===== src/rtl/dbg_ser_pkg.sv =====
`timescale 1ns/1ps
package dbg_ser_pkg;
  localparam int  DEF_DATA_W = 16;
  localparam int  DEF_SYNC   = 2;
  localparam logic ST_OK     = 1'b0;
  localparam logic ST_BUSY   = 1'b1;

  function automatic int frame_bits(input int data_w);
    return data_w + 1;
  endfunction
endpackage


===== src/rtl/dbg_ser_sync.sv =====
`timescale 1ns/1ps
module dbg_ser_sync #(
  parameter int W      = 2,
  parameter int STAGES = 2
) (
  input  logic         clk_i,
  input  logic         rst_ni,
  input  logic [W-1:0] d_i,
  output logic [W-1:0] q_o
);
  logic [W-1:0] stg_q [STAGES];

  always_ff @(posedge clk_i or negedge rst_ni) begin
    if (!rst_ni) begin
      for (int k = 0; k < STAGES; k++) stg_q[k] <= '0;
    end else begin
      stg_q[0] <= d_i;
      for (int k = 1; k < STAGES; k++) stg_q[k] <= stg_q[k-1];
    end
  end

  assign q_o = stg_q[STAGES-1];
endmodule


===== src/rtl/dbg_ser_rx.sv =====
`timescale 1ns/1ps
module dbg_ser_rx #(
  parameter int DATA_W  = 16,
  localparam int FRAME_W = DATA_W + 1,
  localparam int CNT_W   = $clog2(FRAME_W + 1)
) (
  input  logic               clk_i,
  input  logic               rst_ni,
  input  logic               sclk_i,
  input  logic               sdi_i,
  output logic               step_o,
  output logic               frame_end_o,
  output logic               idle_o,
  output logic               rx_valid_o,
  output logic [FRAME_W-1:0] rx_word_o
);
  localparam logic [CNT_W-1:0] CNT_FULL = CNT_W'(FRAME_W);

  logic               sclk_d_q, step_q, valid_q;
  logic [FRAME_W-1:0] sr_q, word_q;
  logic [CNT_W-1:0]   cnt_q, cnt_base, cnt_d;
  logic               rise, frame_end;

  assign rise      = sclk_i & ~sclk_d_q;
  // counter is tested one cycle after the shift
  assign frame_end = step_q && (cnt_q == '0);
  assign cnt_base  = frame_end ? CNT_FULL : cnt_q;
  assign cnt_d     = rise ? cnt_base - 1'b1 : cnt_base;

  always_ff @(posedge clk_i or negedge rst_ni) begin
    if (!rst_ni) begin
      sclk_d_q <= 1'b0;
      step_q   <= 1'b0;
      valid_q  <= 1'b0;
      sr_q     <= '0;
      word_q   <= '0;
      cnt_q    <= CNT_FULL;
    end else begin
      sclk_d_q <= sclk_i;
      step_q   <= rise;
      valid_q  <= frame_end;
      cnt_q    <= cnt_d;
      if (rise)      sr_q   <= {sr_q[FRAME_W-2:0], sdi_i};
      if (frame_end) word_q <= sr_q;
    end
  end

  assign step_o      = step_q;
  assign frame_end_o = frame_end;
  assign idle_o      = (cnt_q == CNT_FULL) && !rise;
  assign rx_valid_o  = valid_q;
  assign rx_word_o   = word_q;

  a_r3_valid_pulse: assert property (@(posedge clk_i) disable iff (!rst_ni)
    valid_q |=> !valid_q);
  a_r9_cnt_range: assert property (@(posedge clk_i) disable iff (!rst_ni)
    cnt_q <= CNT_FULL);
  a_r10_no_rise_no_step: assert property (@(posedge clk_i) disable iff (!rst_ni)
    !sclk_i |=> !step_q);
endmodule


===== src/rtl/dbg_ser_tx.sv =====
`timescale 1ns/1ps
module dbg_ser_tx
  import dbg_ser_pkg::*;
#(
  parameter int DATA_W  = 16,
  localparam int FRAME_W = DATA_W + 1
) (
  input  logic              clk_i,
  input  logic              rst_ni,
  input  logic              step_i,
  input  logic              frame_end_i,
  input  logic              idle_i,
  input  logic              rsp_valid_i,
  input  logic              rsp_err_i,
  input  logic [DATA_W-1:0] rsp_data_i,
  output logic              sdo_o
);
  localparam logic [FRAME_W-1:0] NOT_READY = {ST_BUSY, {DATA_W{1'b0}}};
  localparam logic [FRAME_W-1:0] ERR_WORD  = {ST_BUSY, {DATA_W{1'b1}}};

  logic               pend_q, ld_q;
  logic [FRAME_W-1:0] pend_word_q, ld_word_q, rsp_word, sr_q;

  assign rsp_word = rsp_err_i ? ERR_WORD : {ST_OK, rsp_data_i};

  always_ff @(posedge clk_i or negedge rst_ni) begin
    if (!rst_ni) begin
      pend_q      <= 1'b0;
      pend_word_q <= NOT_READY;
      ld_q        <= 1'b0;
      ld_word_q   <= NOT_READY;
    end else begin
      ld_q <= 1'b0;
      if (frame_end_i) begin
        ld_q      <= 1'b1;
        ld_word_q <= pend_q ? pend_word_q : NOT_READY;
        pend_q    <= 1'b0;
      end else if (idle_i && pend_q) begin
        ld_q      <= 1'b1;
        ld_word_q <= pend_word_q;
        pend_q    <= 1'b0;
      end
      if (rsp_valid_i) begin
        pend_q      <= 1'b1;
        pend_word_q <= rsp_word;
      end
    end
  end

  // half-period offset: output register runs on the falling edge
  always_ff @(negedge clk_i or negedge rst_ni) begin
    if (!rst_ni)     sr_q <= NOT_READY;
    else if (ld_q)   sr_q <= ld_word_q;
    else if (step_i) sr_q <= {sr_q[FRAME_W-2:0], 1'b0};
  end

  assign sdo_o = sr_q[FRAME_W-1];

  a_r4_sdo_quiet: assert property (@(posedge clk_i) disable iff (!rst_ni)
    !(step_i || ld_q) |-> $stable(sdo_o));
  a_r8_no_mid_load: assert property (@(posedge clk_i) disable iff (!rst_ni)
    (!idle_i && !frame_end_i) |=> !ld_q);
endmodule


===== src/rtl/dbg_serial_slave.sv =====
`timescale 1ns/1ps
module dbg_serial_slave
  import dbg_ser_pkg::*;
#(
  parameter int DATA_W      = DEF_DATA_W,
  parameter int SYNC_STAGES = DEF_SYNC,
  localparam int FRAME_W    = DATA_W + 1
) (
  input  logic               clk_i,
  input  logic               rst_ni,
  input  logic               sclk_i,
  input  logic               sdi_i,
  output logic               sdo_o,
  output logic               rx_valid_o,
  output logic [FRAME_W-1:0] rx_word_o,
  input  logic               rsp_valid_i,
  input  logic               rsp_err_i,
  input  logic [DATA_W-1:0]  rsp_data_i
);
  logic sclk_s, sdi_s, step, frame_end, idle;

  dbg_ser_sync #(.W(2), .STAGES(SYNC_STAGES)) i_sync (
    .clk_i  (clk_i),
    .rst_ni (rst_ni),
    .d_i    ({sclk_i, sdi_i}),
    .q_o    ({sclk_s, sdi_s})
  );

  dbg_ser_rx #(.DATA_W(DATA_W)) i_rx (
    .clk_i       (clk_i),
    .rst_ni      (rst_ni),
    .sclk_i      (sclk_s),
    .sdi_i       (sdi_s),
    .step_o      (step),
    .frame_end_o (frame_end),
    .idle_o      (idle),
    .rx_valid_o  (rx_valid_o),
    .rx_word_o   (rx_word_o)
  );

  dbg_ser_tx #(.DATA_W(DATA_W)) i_tx (
    .clk_i       (clk_i),
    .rst_ni      (rst_ni),
    .step_i      (step),
    .frame_end_i (frame_end),
    .idle_i      (idle),
    .rsp_valid_i (rsp_valid_i),
    .rsp_err_i   (rsp_err_i),
    .rsp_data_i  (rsp_data_i),
    .sdo_o       (sdo_o)
  );

  initial assert (FRAME_W == frame_bits(DATA_W));
endmodule


===== config.mk =====
export PLATFORM = sky130hd
export DESIGN_NAME = dbg_serial_slave
export DESIGN_NICKNAME = d
export VERILOG_FILES = /design/src/rtl/dbg_ser_pkg.sv /design/src/rtl/dbg_ser_sync.sv /design/src/rtl/dbg_ser_rx.sv /design/src/rtl/dbg_ser_tx.sv /design/src/rtl/dbg_serial_slave.sv
export SDC_FILE = /design/constraint.sdc
export NUM_CORES = 1
export LEC_CHECK = 0
export BUFFER_PORTS_ARGS = -buffer_cell sky130_fd_sc_hd__buf_2
export CAP_MARGIN = 20
export CORE_MARGIN = 2
export CORE_UTILIZATION = 57
export CTS_CLUSTER_SIZE = 24
export DETAILED_ROUTE_END_ITERATION = 8
export GPL_ROUTABILITY_DRIVEN = 0
export GPL_TIMING_DRIVEN = 0
export HOLD_SLACK_MARGIN = 0.05
export PLACE_DENSITY = 0.8
export SYNTH_ARGS = -nofsm -noshare
export SYNTH_HDL_FRONTEND = slang
export SYNTH_SLANG_ARGS = --single-unit

===== constraint.sdc =====
create_clock -name clk_i -period 2.7 [get_ports clk_i]
set_clock_uncertainty 0.15 [all_clocks]
set_input_delay 0.135 -clock clk_i [delete_from_list [all_inputs] [get_ports clk_i]]
set_output_delay 0.135 -clock clk_i [all_outputs]
set_load 0.05 [all_outputs]

==> results.md, run 1 <==
- **number of nets with antenna violations after detailed routing** 0
- **overflow left after global routing** 0
- **Post-Syn Instances** 327
- **final non-filler cell area** 4620 um^2
- **number of global-route vias before repair** 2558
- **worst path required time** 2410 ps
- **Non-Filler Instances** 486
- **Startpoint Class** flip-flop
- **synthesized area per cell** 11.7 um^2
- **antenna diode count** 0
- **most used flip-flop cell after synthesis** sky130_fd_sc_hd__dfrtp_1
- **die height** 85.8 um
- **source-to-sink clock delay at the later pin of the worst-skew pair** 370 ps
- **final setup vio count** 1
- **die area** 7360 um^2
- **max-slew violation count** 0
- **slowest CP cell** sky130_fd_sc_hd__dfstp_2
- **# rows** 29
- **result of the run** finished with violations
- **Total Routing Usage GR** 21.9%
- **Max-Cap Viols** 0
- **port bufs** 40
- **drt total wl** 7.09 mm
- **effective utilization at floorplan** 59.4%
- **half-perimeter wire length after placement** 4.65 mm
- **residual DRC count** 0
- **CP arrival** 2440 ps
- **R2R Path Start** i_rx.step_o
- **area share of the largest cell type after synthesis** 51.2%
- **1st-pass router iterations** 6
- **P&R area growth vs syn** 21.1%
- **antenna violations before repair** 0
- **Die Width** 85.8 um
- **Cells after DPL** 445
- **clock tree from TritonCTS** yes
- **Synth Cell Area** 3810 um^2
- **relative max-transition margin** 51.5%
- **# IOs** 41
- **Setup crit end kind** output port
- **crit path cell chain** buf_8
- **routed wirelength normalized by instance count** 14.6 um
- **H-tree depth** 3
- **maximum clock insertion buffer count** 2
- **cell type with the largest total area after synthesis** sky130_fd_sc_hd__dfrtp_1
- **start point of the worst hold path** rsp_valid_i
- **Clock transition at path regs** 90 ps
- **sequential cell area fraction in the yosys report** 65.1%
- **maximum number of pins on one net before global-route repair** 57
- **via count** 2588
- **nets in the synthesized netlist** 350
- **Sinks on Clock Net** 99
- **Top delay family on crit path** flip-flops
- **Root Buffer** sky130_fd_sc_hd__clkbuf_8
- **cell depth of the worst flop-to-flop path** 4
- **first-pass GRT wire length** 12.3 mm
- **depth of the worst hold-timing path** 3
- **number of clock buffers inserted by TritonCTS** 9
- **post-route setup slack** -20.1 ps
- **hold slack final** 74.9 ps
- **highest net fanout along the worst path** 2
- **number of enable flip-flop cells after synthesis** 0
- **setup slack of the worst register-to-register path** 90 ps
- **top cells by area, synth** sky130_fd_sc_hd__dfrtp_1 51%, sky130_fd_sc_hd__dfrtn_1 11%, sky130_fd_sc_hd__nand2_1 6.9%
- **filler cell count** 423
- **CP Buf/Inv Count** 1
- **transition time at the pin with the least slew margin** 717 ps
- **Pwr Total** 4.12 mW
- **Post-Place Worst Slack** -106 ps
- **Post-synth ARST share** 100%
- **Yosys Warn Count** 0
- **synth unique cells** 29
- **fraction of layout cells with a size suffix above 1** 23.5%
- **number of violations reported at the end of detailed-routing iteration 0** 102
- **peak supply drop** 0.564 mV
- **Net count, final** 427
- **crit path kind** reg -> out
- **leakage power** 2.21 nW
- **sum of negative setup slack** -20.1 ps
- **Hold Vio Cnt, Final** 0
- **via/cell ratio** 5.33
- **Final Core Density** 71.9%
- **end of the worst register-to-register path** i_tx.sr_q[1]
- **hold-critical path endpoint** i_tx.pend_word_q[13]
- **number of synthesized register bits** 99
- **violated checks** negative setup slack
- **highest cell delay on the worst timing path** 540 ps
- **setup repair after global routing missed its margin** yes
- **placed inst area** 4140 um^2
- **worst hold path class** in -> reg
- **core area** 6420 um^2
- **Power Dens Cells** 892 nW/um^2
==> timing repair <==
item                                    in CTS  in global routing
resized for setup                            8                  4
hold buffers                                23                  0
endpoints found under the setup margin      16                 16
buffers inserted                             0                  3
hold endpoints to repair                    48                  0
==> placed cells by master, fill, tap and decap left out, drive strengths merged, types with 6 or more instances in the layout <==
cell / synthesis / routed
a21oi: 14 / 14
a22o: 17 / 17
buf: 8 / 52
clkbuf: 12 / 21
dfrtn: 16 / 16
dfrtp: 78 / 78
dlygate4sd3: 0 / 23
inv: 6 / 6
mux2: 18 / 18
mux2i: 16 / 16
nand2: 70 / 70
nor2: 31 / 31
o21ai: 17 / 17
==> power breakdown <==
part           internal (mW)  total [mW]  switching [mW]
clock                  0.429       0.934           0.505
combinational          0.434       0.960           0.526
sequential              1.93        2.22           0.292
==> layout make-up <==
| class | count | area [um^2] | share of cell area (%) |
|---|---|---|---|
| plain buffers | 19 | 116 | 2.52 |
| clock buffers | 10 | 128 | 2.76 |
| clock inverters | 7 | 70.1 | 1.52 |
| inverters | 5 | 21.3 | 0.461 |
| multi-input cells | 202 | 1210 | 26.2 |
| flip-flops and latches | 99 | 2480 | 53.8 |
| well taps | 77 | 96.3 | 2.09 |
| repair buffers | 67 | 493 | 10.7 |
==> flip-flops by register name, indices dropped and copies added (netlist names), 2 cells and up <==
name              flops
i_rx.cnt_q            5
i_rx.rx_word_o       17
i_rx.sr_q            17
i_sync.q_o            2
i_sync.stg_q          2
i_tx.ld_word_q       17
i_tx.pend_word_q     17
i_tx.sr_q            17
==> cell usage after synthesis (2+ instances only) <==
library cell	number
sky130_fd_sc_hd__a21oi_1	13
sky130_fd_sc_hd__a22o_1	17
sky130_fd_sc_hd__buf_2	4
sky130_fd_sc_hd__buf_6	2
sky130_fd_sc_hd__clkbuf_1	12
sky130_fd_sc_hd__dfrtn_1	16
sky130_fd_sc_hd__dfrtp_1	78
sky130_fd_sc_hd__dfstp_2	5
sky130_fd_sc_hd__inv_1	5
sky130_fd_sc_hd__mux2_2	18
sky130_fd_sc_hd__mux2i_1	16
sky130_fd_sc_hd__nand2_1	70
sky130_fd_sc_hd__nand2b_1	3
sky130_fd_sc_hd__nor2_1	31
sky130_fd_sc_hd__o21ai_0	17
sky130_fd_sc_hd__o22a_1	4
sky130_fd_sc_hd__or3_1	2
sky130_fd_sc_hd__xnor2_1	3
==> routing by layer <==
metal  track usage (%)  up-vias  wire length (um)
li1                  -     1245                 -
met1              30.1     1282              3320
met2              34.1       49              3410
met3              4.62       12               216
met4              9.96        0               144
met5                 0        -                 0
==> kinds of logic after synthesis <==
| family | count (synthesis) | synth area share, % |
|---|---|---|
| xor gates and xnor gates | 3 | 0.689 |
| adders and majority gates | 1 | 0.328 |
| AOI/OAI and AO/OA | 55 | 9.78 |
| muxes | 34 | 9.52 |
| DFF | 99 | 65.1 |
| and+or+nand+nor | 109 | 11.3 |
| buffers and inverters | 26 | 3.25 |
==> how the worst max path moves through the flow <==
stage | startpoint | endpoint | slack [ps] | depth (start not counted)
3_5_place_dp | i_rx.step_o | i_tx.sr_q[8] | -110 | 4
2_1_floorplan | i_rx.step_o | i_tx.sr_q[13] | 50 | 4
3_3_place_gp | rst_ni | i_tx.sr_q[3] | -800 | 1
6_report | i_tx.sr_q[16] | sdo_o | -20 | 1
5_1_grt | i_tx.sr_q[16] | sdo_o | -50 | 1
4_1_cts | i_tx.sr_q[16] | sdo_o | -30 | 1
Power figures use the tool's default switching activity.
==> inputs of run 2 (changes only) <==
- BUFFER_PORTS_ARGS: -buffer_cell sky130_fd_sc_hd__buf_2 -> not set
- CORE_UTILIZATION: 57 -> 62
- DONT_BUFFER_PORTS: not set -> 1
==> results.md, run 2 (synthesis gave the netlist of run 1 again) <==
- **drt total wl** 6.69 mm
- **via count** 2405
- **source-to-sink clock delay at the later pin of the worst-skew pair** 360 ps
- **Total Routing Usage GR** 22.8%
- **1st-pass router iterations** 5
- **number of clock buffers inserted by TritonCTS** 9
- **R2R Path Start** i_rx.step_o
- **residual DRC count** 0
- **highest net fanout along the worst path** 2
- **crit path kind** reg -> out
- **antenna violations before repair** 0
- **port bufs** 0
- **Startpoint Class** flip-flop
- **commonest cells after routing, fill and taps aside** 78 x sky130_fd_sc_hd__dfrtp_1, 70 x sky130_fd_sc_hd__nand2_1, 31 x sky130_fd_sc_hd__nor2_1, 27 x sky130_fd_sc_hd__dlygate4sd3_1, 18 x sky130_fd_sc_hd__mux2_2
- **sum of negative setup slack** 0 ps
- **CP arrival** 2410 ps
- **placed inst area** 3910 um^2
- **final setup vio count** 0
- **number of nets with antenna violations after detailed routing** 0
- **Setup crit end kind** output port
- **first-pass GRT wire length** 11.5 mm
- **antenna diode count** 0
- **Clock transition at path regs** 90 ps
- **peak supply drop** 0.449 mV
- **die area** 6790 um^2
- **Die Width** 82.4 um
- **Max-Cap Viols** 0
- **clock tree from TritonCTS** yes
- **max-slew violation count** 0
- **result of the run** finished clean
- **routed wirelength normalized by instance count** 15.1 um
- **hold slack final** 76.2 ps
- **leakage power** 2.01 nW
- **core area** 5920 um^2
- **number of global-route vias before repair** 2440
- **die height** 82.4 um
- **fraction of layout cells with a size suffix above 1** 13.0%
- **worst path required time** 2410 ps
- **Net count, final** 387
- **P&R area growth vs syn** 14.4%
- **Hold Vio Cnt, Final** 0
- **final non-filler cell area** 4360 um^2
- **post-route setup slack** 0.334 ps
- **worst hold path class** in -> reg
- **Sinks on Clock Net** 99
- **# IOs** 41
- **effective utilization at floorplan** 64.4%
- **Root Buffer** sky130_fd_sc_hd__clkbuf_8
- **start point of the critical path** i_tx.sr_q[16]
- **relative max-transition margin** 57.9%
- **maximum clock insertion buffer count** 2
- **setup repair after global routing missed its margin** yes
- **overflow left after global routing** 0
- **start point of the worst hold path** rsp_valid_i
- **commonest non-fill, non-tap cell in the layout** sky130_fd_sc_hd__dfrtp_1
- **# rows** 28
- **maximum number of pins on one net before global-route repair** 83
- **Power Dens Cells** 890 nW/um^2
- **transition time at the pin with the least slew margin** 623 ps
- **half-perimeter wire length after placement** 4.22 mm
- **H-tree depth** 3
- **Post-Place Worst Slack** -125 ps
- **number of violations reported at the end of detailed-routing iteration 0** 168
- **via/cell ratio** 5.42
-- run 2: changes by cell type in the layout (fill, tap and decap cells not counted), moves of 3 or more --
| cell | before | now |
|---|---|---|
| sky130_fd_sc_hd__buf_2 | 41 | 3 |
| sky130_fd_sc_hd__buf_4 | 5 | 1 |
| sky130_fd_sc_hd__dlygate4sd3_1 | 23 | 27 |
| sky130_fd_sc_hd__clkinv_2 | 0 | 3 |
| sky130_fd_sc_hd__clkinvlp_4 | 3 | 0 |
-- run 2: final cells by class --
type / instances / area (um^2)
buffer: 18 / 104
sequential: 99 / 2480
timing repair buffer: 28 / 298
inverter: 5 / 21.3
tap: 75 / 93.8
fill: 402 / 1560
clock buffer: 12 / 135
clock inverter: 5 / 22.5
multi-input combinational: 202 / 1200
-- run 2: timing repair --
action / in CTS / in global routing
resized for setup: 3 / 5
endpoints found under the hold margin: 101 / 0
cloned: 0 / 0
endpoints found under the setup margin: 16 / 12
hold buffers: 28 / 0
setup buffers: 0 / 0
-- run 2: power by group --
group | switching [mW] | total, mW | internal [mW] | leakage (nW)
clock network | 0.469 | 0.800 | 0.331 | 0.0869
logic | 0.283 | 0.659 | 0.376 | 0.701
registers | 0.494 | 2.42 | 1.93 | 1.22
total | 1.25 | 3.88 | 2.64 | 2.01
-- run 2: final timing paths --
check | to | slack [ps] | cells after the start
min in group asynchronous | i_rx.rx_word_o[9] | 190 | 2
max reg2reg | i_tx.sr_q[15] | 130 | 3
min | i_tx.pend_word_q[0] | 80 | 3
max in group asynchronous | i_tx.sr_q[16] | 1590 | 0
max | sdo_o | 0.3 | 0
min reg2reg | i_sync.q_o[1] | 200 | 0
-- run 2: metal layers --
layer	track usage (%)	wire length, um	vias up
met2	34.3	3080	45
met1	32.8	3260	1178
li1	-	-	1170
met4	8.33	121	0
met5	0	0	-
met3	5.43	238	12
-- run 2: through the flow --
step | power, mW | std cells | utilization [%]
final | 3.88 | 444 | 73.7
after CTS | 3.89 | 445 | 73.6
after floorplan | 2.87 | 327 | -
after global routing | 4.11 | 444 | 73.7
after detailed placement | 3.05 | 402 | 66.0
after global placement | 3.00 | 402 | 66.0
==> inputs of run 3 (changes only) <==
- ABC_AREA: not set -> 1
- CORE_UTILIZATION: 62 -> 63
- PLACE_DENSITY: 0.8 -> 0.81
- SLEW_MARGIN: not set -> 15
==> results.md, run 3 <==
- **H-tree depth** 3
- **Sinks on Clock Net** 99
- **list of most frequent post-synthesis cells** 163 x sky130_fd_sc_hd__nand2_1, 78 x sky130_fd_sc_hd__dfrtp_1, 45 x sky130_fd_sc_hd__inv_1
- **number of clock buffers inserted by TritonCTS** 9
- **setup repair after global routing missed its margin** yes
- **most frequent cell after synthesis** sky130_fd_sc_hd__nand2_1
- **highest net fanout along the worst path** 2
- **port bufs** 0
- **antenna diode count** 0
- **cell depth of the worst flop-to-flop path** 5
- **synthesized area per cell** 8.68 um^2
- **number of violations reported at the end of detailed-routing iteration 0** 290
- **half-perimeter wire length after placement** 5.63 mm
- **violated checks** negative setup slack
- **synth unique cells** 27
- **Post-synth ARST share** 100%
- **Root Buffer** sky130_fd_sc_hd__clkbuf_8
- **Max-Cap Viols** 0
- **Clock transition at path regs** 100 ps
- **crit path kind** reg -> out
- **residual DRC count** 0
- **routed wirelength normalized by instance count** 14.8 um
- **via count** 3512
- **Setup crit end kind** output port
- **hold slack final** 176 ps
- **Total Routing Usage GR** 27.2%
- **1st-pass router iterations** 5
- **core area** 6680 um^2
- **top cells by area, synth** sky130_fd_sc_hd__dfrtp_1 45%, sky130_fd_sc_hd__nand2_1 14%, sky130_fd_sc_hd__dfrtn_1 9.3%
- **number of synthesized register bits** 99
- **most used flip-flop cell after synthesis** sky130_fd_sc_hd__dfrtp_1
- **Power Dens Cells** 826 nW/um^2
- **cell type with the largest total area after synthesis** sky130_fd_sc_hd__dfrtp_1
- **worst path required time** 2410 ps
- **maximum number of pins on one net before global-route repair** 83
- **Hold Vio Cnt, Final** 0
- **effective utilization at floorplan** 64.3%
- **fraction of layout cells with a size suffix above 1** 10.7%
- **CP arrival** 2430 ps
- **P&R area growth vs syn** 16.5%
- **transition time at the pin with the least slew margin** 508 ps
- **commonest non-fill, non-tap cell in the layout** sky130_fd_sc_hd__nand2_1
- **commonest cells after routing, fill and taps aside** 162 x sky130_fd_sc_hd__nand2_1, 77 x sky130_fd_sc_hd__dfrtp_1, 45 x sky130_fd_sc_hd__inv_1, 37 x sky130_fd_sc_hd__nand3_1, 36 x sky130_fd_sc_hd__o21ai_0
- **number of nets with antenna violations after detailed routing** 0
- **antenna violations before repair** 0
- **leakage power** 2.48 nW
- **post-route setup slack** -17.0 ps
- **worst hold path class** in -> async
- **drt total wl** 9.30 mm
- **maximum clock insertion buffer count** 2
- **Crit path depth** 0
- **final non-filler cell area** 5000 um^2
- **die area** 7490 um^2
- **Net count, final** 567
- **Yosys Warn Count** 0
- **nets in the synthesized netlist** 518
- **die height** 86.6 um
- **first-pass GRT wire length** 16.0 mm
- **overflow left after global routing** 0
- **relative max-transition margin** 66.1%
- **max-slew violation count** 0
- **placed inst area** 4400 um^2
- **sum of negative setup slack** -17.0 ps
- **peak supply drop** 0.425 mV
- **Post-Syn Instances** 495
- **number of enable flip-flop cells after synthesis** 0
- **Pwr Total** 4.13 mW
- **Post-Place Worst Slack** -164 ps
- **Synth Cell Area** 4300 um^2
- **via/cell ratio** 5.58
- **# rows** 30
- **Die Width** 86.6 um
- **source-to-sink clock delay at the later pin of the worst-skew pair** 360 ps
- **clock tree from TritonCTS** yes
- **final setup vio count** 1
- **number of global-route vias before repair** 3476
- **area share of the largest cell type after synthesis** 45.4%
- **# IOs** 41
- **result of the run** finished with violations
- **Startpoint Class** flip-flop
- **sequential cell area fraction in the yosys report** 57.8%
==> run 3: cell types whose count changed after synthesis, sizes merged, moves of 14 or more <==
cell	before	now
a22o	17	0
inv	6	48
mux2	18	0
mux2i	16	0
nand2	70	166
nand3	0	38
nand4	0	17
nor3	1	15
o21ai	17	36
o22ai	0	15
==> run 3: stage by stage <==
stage	utilization, %	std cells
global placement	65.9	575
global route	74.9	629
detailed placement	65.9	575
finish	74.9	629
CTS	74.7	629
floorplan	-	495
==> run 3: path summary, 6_finish.rpt <==
kind                       slack (ps)            start         endpoint
max                               -20    i_tx.sr_q[16]            sdo_o
min                               180           rst_ni      i_rx.step_o
max reg2reg                        90        i_tx.ld_q    i_tx.sr_q[13]
min reg2reg                       210  i_sync.stg_q[3]    i_sync.q_o[1]
max in group asynchronous        1590           rst_ni    i_tx.sr_q[16]
min in group clk_i                180            sdi_i  i_sync.stg_q[2]
==> run 3: final cells by class <==
| cell class | count | area, um^2 |
|---|---|---|
| sequential | 99 | 2480 |
| fill | 437 | 1680 |
| multi-input combinational | 319 | 1490 |
| timing repair buffer | 39 | 395 |
| inverter | 48 | 185 |
| buffer | 27 | 155 |
| clock buffer | 10 | 138 |
| tap | 80 | 100 |
| clock inverter | 7 | 58.8 |
==> run 3: kinds of logic after synthesis <==
logic type,share of synthesized area [%]
AOI/OAI and AO/OA,6.61
xor gates and xnor gates,0.612
adders and majority gates,0.291
buffers and inverters,7.78
DFF,57.8
and+or+nand+nor,26.9
==> run 3: where the power goes <==
group / switching [mW] / internal [mW]
clock network: 0.542 / 0.381
registers: 0.421 / 1.89
logic: 0.533 / 0.366
total: 1.50 / 2.64
==> run 3: per-layer routing <==
metal  share of wire [%]  vias to the layer above  wire, um  global-route usage, %
met3                 5.1                       17       470                   4.95
met4                 1.7                        0       159                   11.1
met5                   0                        -         0                      0
li1                    -                     1683         -                      -
met2                  49                      125      4530                   42.1
met1                  44                     1687      4140                   38.4
==> run 3: timing repair <==
action,CTS,global route
buffers inserted,5,0
pin swaps,0,0
endpoints found under the setup margin,13,10
gates resized for setup,5,5
hold buffers,34,0
hold endpoints to repair,101,0
